==> src/rtl/can_mode_pkg.sv <==
package can_mode_pkg;

    typedef enum logic [2:0] {
        ST_RUN,
        ST_FRZ_WAIT,
        ST_FROZEN,
        ST_THAW,
        ST_LP_WAIT,
        ST_LOWPWR
    } seq_state_e;

    typedef enum logic [1:0] {
        LPM_NONE,
        LPM_DIS,
        LPM_DOZE,
        LPM_STOP
    } lpm_kind_e;

    typedef struct packed {
        logic presc_run;
        logic frz_ack;
        logic lpm_ack;
    } mode_out_t;

    // disable beats stop, stop beats doze
    function automatic lpm_kind_e pick_lpm(input logic d, input logic s, input logic z);
        if (d)      return LPM_DIS;
        else if (s) return LPM_STOP;
        else if (z) return LPM_DOZE;
        else        return LPM_NONE;
    endfunction

    function automatic logic lpm_live(input lpm_kind_e k, input logic d,
                                      input logic s, input logic z);
        case (k)
            LPM_DIS:  return d;
            LPM_STOP: return s;
            LPM_DOZE: return z;
            default:  return 1'b0;
        endcase
    endfunction

    function automatic mode_out_t decode_state(input seq_state_e st);
        mode_out_t o;
        o.presc_run = (st == ST_RUN) || (st == ST_FRZ_WAIT) || (st == ST_LP_WAIT);
        o.frz_ack   = (st == ST_FROZEN) || (st == ST_THAW);
        o.lpm_ack   = (st == ST_LOWPWR);
        return o;
    endfunction

endpackage

==> src/rtl/can_wake_filter.sv <==
module can_wake_filter (
    input  logic clk,
    input  logic rst,
    input  logic rx,
    output logic edge_det
);
    logic rx_meta, rx_sync, hist1, hist2;

    always_ff @(posedge clk) begin
        if (rst) begin
            rx_meta <= 1'b1;
            rx_sync <= 1'b1;
            hist1   <= 1'b1;
            hist2   <= 1'b1;
        end else begin
            rx_meta <= rx;
            rx_sync <= rx_meta;
            hist1   <= rx_sync;
            hist2   <= hist1;
        end
    end

    // two dominant samples preceded by a recessive one
    assign edge_det = !rx_sync && !hist1 && hist2;

    assert_edge_single_R7: assert property (@(posedge clk) disable iff (rst)
        edge_det |=> !edge_det);

endmodule

==> src/rtl/can_frz_watchdog.sv <==
module can_frz_watchdog #(
    parameter int FRZ_BITS = 178
) (
    input  logic clk,
    input  logic rst,
    input  logic arm,
    input  logic bit_tick,
    output logic expired
);
    localparam int CNT_W = $clog2(FRZ_BITS + 1);

    logic [CNT_W-1:0] cnt;

    always_ff @(posedge clk) begin
        if (rst || !arm)
            cnt <= '0;
        else if (bit_tick && !expired)
            cnt <= cnt + 1'b1;
    end

    assign expired = arm && (cnt >= CNT_W'(FRZ_BITS));

    assert_wdog_bound_R3: assert property (@(posedge clk) disable iff (rst)
        cnt <= CNT_W'(FRZ_BITS));

endmodule

==> src/rtl/can_mode_seq.sv <==
module can_mode_seq
    import can_mode_pkg::*;
#(
    parameter int FRZ_BITS = 178
) (
    input  logic clk,
    input  logic rst,
    input  logic frz_req,
    input  logic dis_req,
    input  logic doze_req,
    input  logic stop_req,
    input  logic bus_idle,
    input  logic bit_tick,
    input  logic rx,
    input  logic swe_wr,
    input  logic swe_wdata,
    input  logic wake_ie,
    input  logic wake_clr,
    output logic presc_run,
    output logic frz_ack,
    output logic lpm_ack,
    output logic clk_resume,
    output logic wake_flag,
    output logic swe
);
    seq_state_e state, state_nxt;
    lpm_kind_e  kind_q;
    mode_out_t  mo;
    logic       wd_expired, edge_det;
    logic       any_lp, swe_lock, wake_ok, wake_evt, leaving_lp;
    logic       stop_pend, resume_q, flag_q, swe_q;

    can_frz_watchdog #(.FRZ_BITS(FRZ_BITS)) u_wdog (
        .clk      (clk),
        .rst      (rst),
        .arm      (state == ST_FRZ_WAIT),
        .bit_tick (bit_tick),
        .expired  (wd_expired)
    );

    can_wake_filter u_filt (
        .clk      (clk),
        .rst      (rst),
        .rx       (rx),
        .edge_det (edge_det)
    );

    assign any_lp = dis_req || stop_req || doze_req;

    always_comb begin
        state_nxt = state;
        case (state)
            ST_RUN:
                if (any_lp)       state_nxt = ST_LP_WAIT;
                else if (frz_req) state_nxt = ST_FRZ_WAIT;
            ST_FRZ_WAIT:
                if (!frz_req)                     state_nxt = ST_RUN;
                else if (bus_idle || wd_expired)  state_nxt = ST_FROZEN;
            ST_FROZEN:
                if (!frz_req) state_nxt = ST_THAW;
            ST_THAW:
                if (frz_req)       state_nxt = ST_FROZEN;
                else if (bit_tick) state_nxt = ST_RUN;
            ST_LP_WAIT:
                if (!any_lp)       state_nxt = ST_RUN;
                else if (bus_idle) state_nxt = ST_LOWPWR;
            ST_LOWPWR:
                if (!lpm_live(kind_q, dis_req, stop_req, doze_req))
                    state_nxt = frz_req ? ST_FRZ_WAIT : ST_RUN;
            default: state_nxt = ST_RUN;
        endcase
    end

    always_ff @(posedge clk) begin
        if (rst) begin
            state  <= ST_RUN;
            kind_q <= LPM_NONE;
        end else begin
            state <= state_nxt;
            if (state == ST_LP_WAIT && state_nxt == ST_LOWPWR)
                kind_q <= pick_lpm(dis_req, stop_req, doze_req);
            else if (state_nxt != ST_LOWPWR)
                kind_q <= LPM_NONE;
        end
    end

    assign swe_lock   = (state == ST_LOWPWR) && (kind_q == LPM_DOZE || kind_q == LPM_STOP);
    assign wake_ok    = swe_lock && swe_q;
    assign wake_evt   = wake_ok && edge_det;
    assign leaving_lp = (state == ST_LOWPWR) && (state_nxt != ST_LOWPWR);

    always_ff @(posedge clk) begin
        if (rst) begin
            swe_q     <= 1'b0;
            flag_q    <= 1'b0;
            stop_pend <= 1'b0;
            resume_q  <= 1'b0;
        end else begin
            if (swe_wr && !swe_lock)
                swe_q <= swe_wdata;

            if (wake_evt && wake_ie) flag_q <= 1'b1;
            else if (wake_clr)       flag_q <= 1'b0;

            if (leaving_lp)                            stop_pend <= 1'b0;
            else if (wake_evt && kind_q == LPM_STOP)   stop_pend <= 1'b1;

            if (leaving_lp)
                resume_q <= stop_pend;
            else if (wake_evt && kind_q == LPM_DOZE)
                resume_q <= 1'b1;
            else if (state != ST_LOWPWR)
                resume_q <= 1'b0;
        end
    end

    assign mo         = decode_state(state);
    assign presc_run  = mo.presc_run;
    assign frz_ack    = mo.frz_ack;
    assign lpm_ack    = mo.lpm_ack;
    assign clk_resume = resume_q;
    assign wake_flag  = flag_q;
    assign swe        = swe_q;

    assert_ack_stopped_R1: assert property (@(posedge clk) disable iff (rst)
        frz_ack |-> !presc_run);

    assert_lp_after_idle_R5: assert property (@(posedge clk) disable iff (rst)
        $rose(lpm_ack) |-> $past(bus_idle));

    assert_no_frz_in_lp_R6: assert property (@(posedge clk) disable iff (rst)
        lpm_ack |-> !frz_ack);

    assert_stop_no_resume_R9: assert property (@(posedge clk) disable iff (rst)
        (state == ST_LOWPWR && kind_q == LPM_STOP) |-> !clk_resume);

    assert_swe_locked_R10: assert property (@(posedge clk) disable iff (rst)
        swe_lock |=> $stable(swe_q));

    assert_thaw_on_tick_R4: assert property (@(posedge clk) disable iff (rst)
        $fell(frz_ack) |-> $past(bit_tick));

endmodule

==> config.mk <==
export PLATFORM = sky130hd
export DESIGN_NAME = can_mode_seq
export DESIGN_NICKNAME = d
export VERILOG_FILES = /design/src/rtl/can_mode_pkg.sv /design/src/rtl/can_wake_filter.sv /design/src/rtl/can_frz_watchdog.sv /design/src/rtl/can_mode_seq.sv
export SDC_FILE = /design/constraint.sdc
export NUM_CORES = 1
export LEC_CHECK = 0
export BUFFER_PORTS_ARGS = -buffer_cell sky130_fd_sc_hd__buf_2
export CAP_MARGIN = 20
export CELL_PAD_IN_SITES_DETAIL_PLACEMENT = 2
export CELL_PAD_IN_SITES_GLOBAL_PLACEMENT = 2
export CORE_MARGIN = 5
export CORE_UTILIZATION = 34
export CTS_CLUSTER_DIAMETER = 80
export DETAILED_ROUTE_END_ITERATION = 10
export PLACE_DENSITY_LB_ADDON = 0.1
export SETUP_SLACK_MARGIN = 0.4
export SLEW_MARGIN = 20
export SYNTH_ARGS = -nofsm -noshare
export SYNTH_HDL_FRONTEND = slang
export SYNTH_SLANG_ARGS = --single-unit
==> constraint.sdc <==
create_clock -name clk -period 4.86 [get_ports clk]
set_input_delay 0.486 -clock clk [delete_from_list [all_inputs] [get_ports clk]]
set_output_delay 0.486 -clock clk [all_outputs]
set_load 0.02 [all_outputs]
==> impl_metrics.toml <==
[worst_setup_path]
r2r-end = "u_wdog.cnt[6]"
crit_path_start = "state[2]"
critical_path_arrival_ns = 1.59
worstPathMaxFanout = 7
required_ns = 4.37
reg2reg_from = "u_wdog.cnt[0]"
critPathLaunchType = "flop"
reg2reg_slack_ns = 3.11
endpoint_kind = "output port"
crit_path_end = "lpm_ack"
path_class = "flop to output port"
reg2regPathDepth = 7

[sta]
grt_setup_unrepaired = "false"
tightest_slew_ns = 0.383
skew_ns = 0.00303
slew_violations = 0
fin_crit_sh = 0.428
setup_viol = 0
finalSetupTns_ns = 0
max_freq_mhz = 481
min_period_ns = 2.08
final_hold_viol_count = 0
maxSlewHeadroom = 0.745

[placement]
dp_hpwl_um = 2150
port_buffers = 18
place_congestion = 0.786
place_inst = 170

[grt]
use_met3 = 0.0274
busiest_layer = "met2"
grt_pass1_wl_um = 4630
grt_max_degree = 14
antenna_found_initial = 0
grt.overflow.total = 0
grt.total_usage = 0.139
use_met1 = 0.171
grt_util_met2 = 0.244
grt_pass1_vias = 991

[drt]
routed_wl_um = 2730
drtIter0Drc = 23
drt-vias-per-instance = 5.31
wl_per_cell_um = 15.7
drtPass1Iterations = 4
postRouteAntennaNets = 0
vias = 924
drcViolationCount = 0

[synth]
ys_ff_latch = 21
synth_top_area_cell = "dfxtp_1"
syn_avg_cell_area_um2 = 8.47
ys_top_cells_by_area = "dfxtp_1 (40%), nor2_1 (6.5%), a21oi_1 (4.8%), nand2_1 (4.3%), xnor2_1 (3.4%)"
synthCells = 123
synth_top_cell_area_share = 0.403
ys_async_sr_fraction = 0
synth_cell_type_count = 35
synth-seq-area-share = 0.403
synth-edff-count = 0
ys.flop_type = "dfxtp_1"
syn-num-nets = 138
yosysWarnings = 0
syn_area_um2 = 1040

[power]
peakVddDrop_mv = 0.156
power.density_nw_per_um2 = 256
leakagePower_nw = 0.441
design_power_total_mw = 0.302

[floorplanning]
die_y_um = 65.4
row_count = 20
start_util = 0.347
dieArea_um2 = 4270
ioPinCount = 19
core_area_um2 = 3000
die_w_um = 65.4

[layout]
layout-drive-gt1-share = 0.234
fin_util = 0.393
instances_no_fill = 174
num-nets-final = 157
diodes = 0
final_cell_mix = "dfxtp_1 (21), nor2_1 (18), buf_2 (18)"
synthToLayoutAreaGrowth_pct = 13.2
final_common_cell = "dfxtp_1"

[cts]
cts_buffer_depth = 2
post_cts_resize_count = 0
numCtsBuffers = 3
root_buffer = "clkbuf_4"
cts.repair_timing.setup_buffer_count = 0
cts_hold_buffers = 0
cts_tree = "built"
cts.sinks = 21
clk_latency_ns = 0.32
htree_levels = 1
clkTransAtPathRegs_ns = 0.13

[status]
status = "completed"

[min_path]
hold_class = "primary input to flop"

[run]
maxCapViolCount = 0
metal layers:
metal	wire, um	vias to the layer above
met2	1410	12
met1	1210	446
li1	-	462
met4	31	0
met3	85	4
met5	0	-
where the power goes:
group,internal (mW),switching [mW]
clock network,0.0308,0.0595
registers,0.176,0.00495
logic,0.0132,0.0173
total,0.220,0.0817
worst max-delay path, cell delays in order (launching register included):
cell     delay (ns)
dfxtp_1        0.51
nand2_1        0.11
or2_2          0.34
inv_1          0.14
buf_2          0.18
cells in the mapped netlist, types with 2 or more instances:
cell	count
a31oi_1	4
nor3_1	2
a211oi_1	3
xnor2_1	4
nor2b_1	3
nand2_1	12
or2_2	5
a21oi_1	10
nand2b_1	2
nor2_1	18
inv_1	6
o21ai_0	2
mux2i_1	2
nand4_1	3
nand3_1	5
nand3b_1	2
ha_1	2
dfxtp_1	21
layout make-up:
type | instances | area (um^2)
multi-input combinational | 92 | 578
sequential | 21 | 420
tap | 33 | 41.3
fill | 353 | 1820
clock inverter | 1 | 5.00
inverter | 6 | 22.5
timing repair buffer | 18 | 90.1
clock buffer | 3 | 22.5
stage by stage:
step | worst slack [ns] | hold WS [ns] | instance area (um^2)
final | 2.78 | 0.343 | 1180
after global routing | 2.69 | 0.332 | 1180
after CTS | 2.76 | 0.332 | 1180
after detailed placement | 3.12 | 0.406 | 1150
after global placement | 3.16 | 0.394 | 1150
after floorplan | 3.28 | 0.389 | 1040
worst min-delay path by stage:
stage | from | to | slack [ns] | depth (start not counted)
after floorplan | u_filt.rx_meta | u_filt.rx_sync | 0.39 | 1
final | rx | u_filt.rx_meta | 0.34 | 2
after detailed placement | u_filt.rx_meta | u_filt.rx_sync | 0.41 | 1
after global routing | rx | u_filt.rx_meta | 0.33 | 2
after CTS | rx | u_filt.rx_meta | 0.33 | 2
after global placement | u_filt.rx_meta | u_filt.rx_sync | 0.39 | 1
cells by family (layout without fill, tap and decap cells):
| kind of cell | Yosys count | in the layout | share of synthesized area |
|---|---|---|---|
| and+or+nand+nor | 56 | 56 | 0.285 |
| DFF | 21 | 21 | 0.403 |
| AOI/OAI and AO/OA | 27 | 27 | 0.182 |
| xor gates and xnor gates | 4 | 4 | 0.0336 |
| adders and majority gates | 2 | 2 | 0.0240 |
| buffers and inverters | 10 | 28 | 0.0420 |
| muxes | 3 | 3 | 0.0300 |
registers in the layout (all words and copies together) (netlist names):
signal          flops
u_wdog.cnt          8
state               3
kind_q              2
clk_resume          1
stop_pend           1
swe                 1
u_filt.hist1        1
u_filt.hist2        1
u_filt.rx_meta      1
u_filt.rx_sync      1
wake_flag           1
Note: power is estimated with default switching activity, not from simulation.
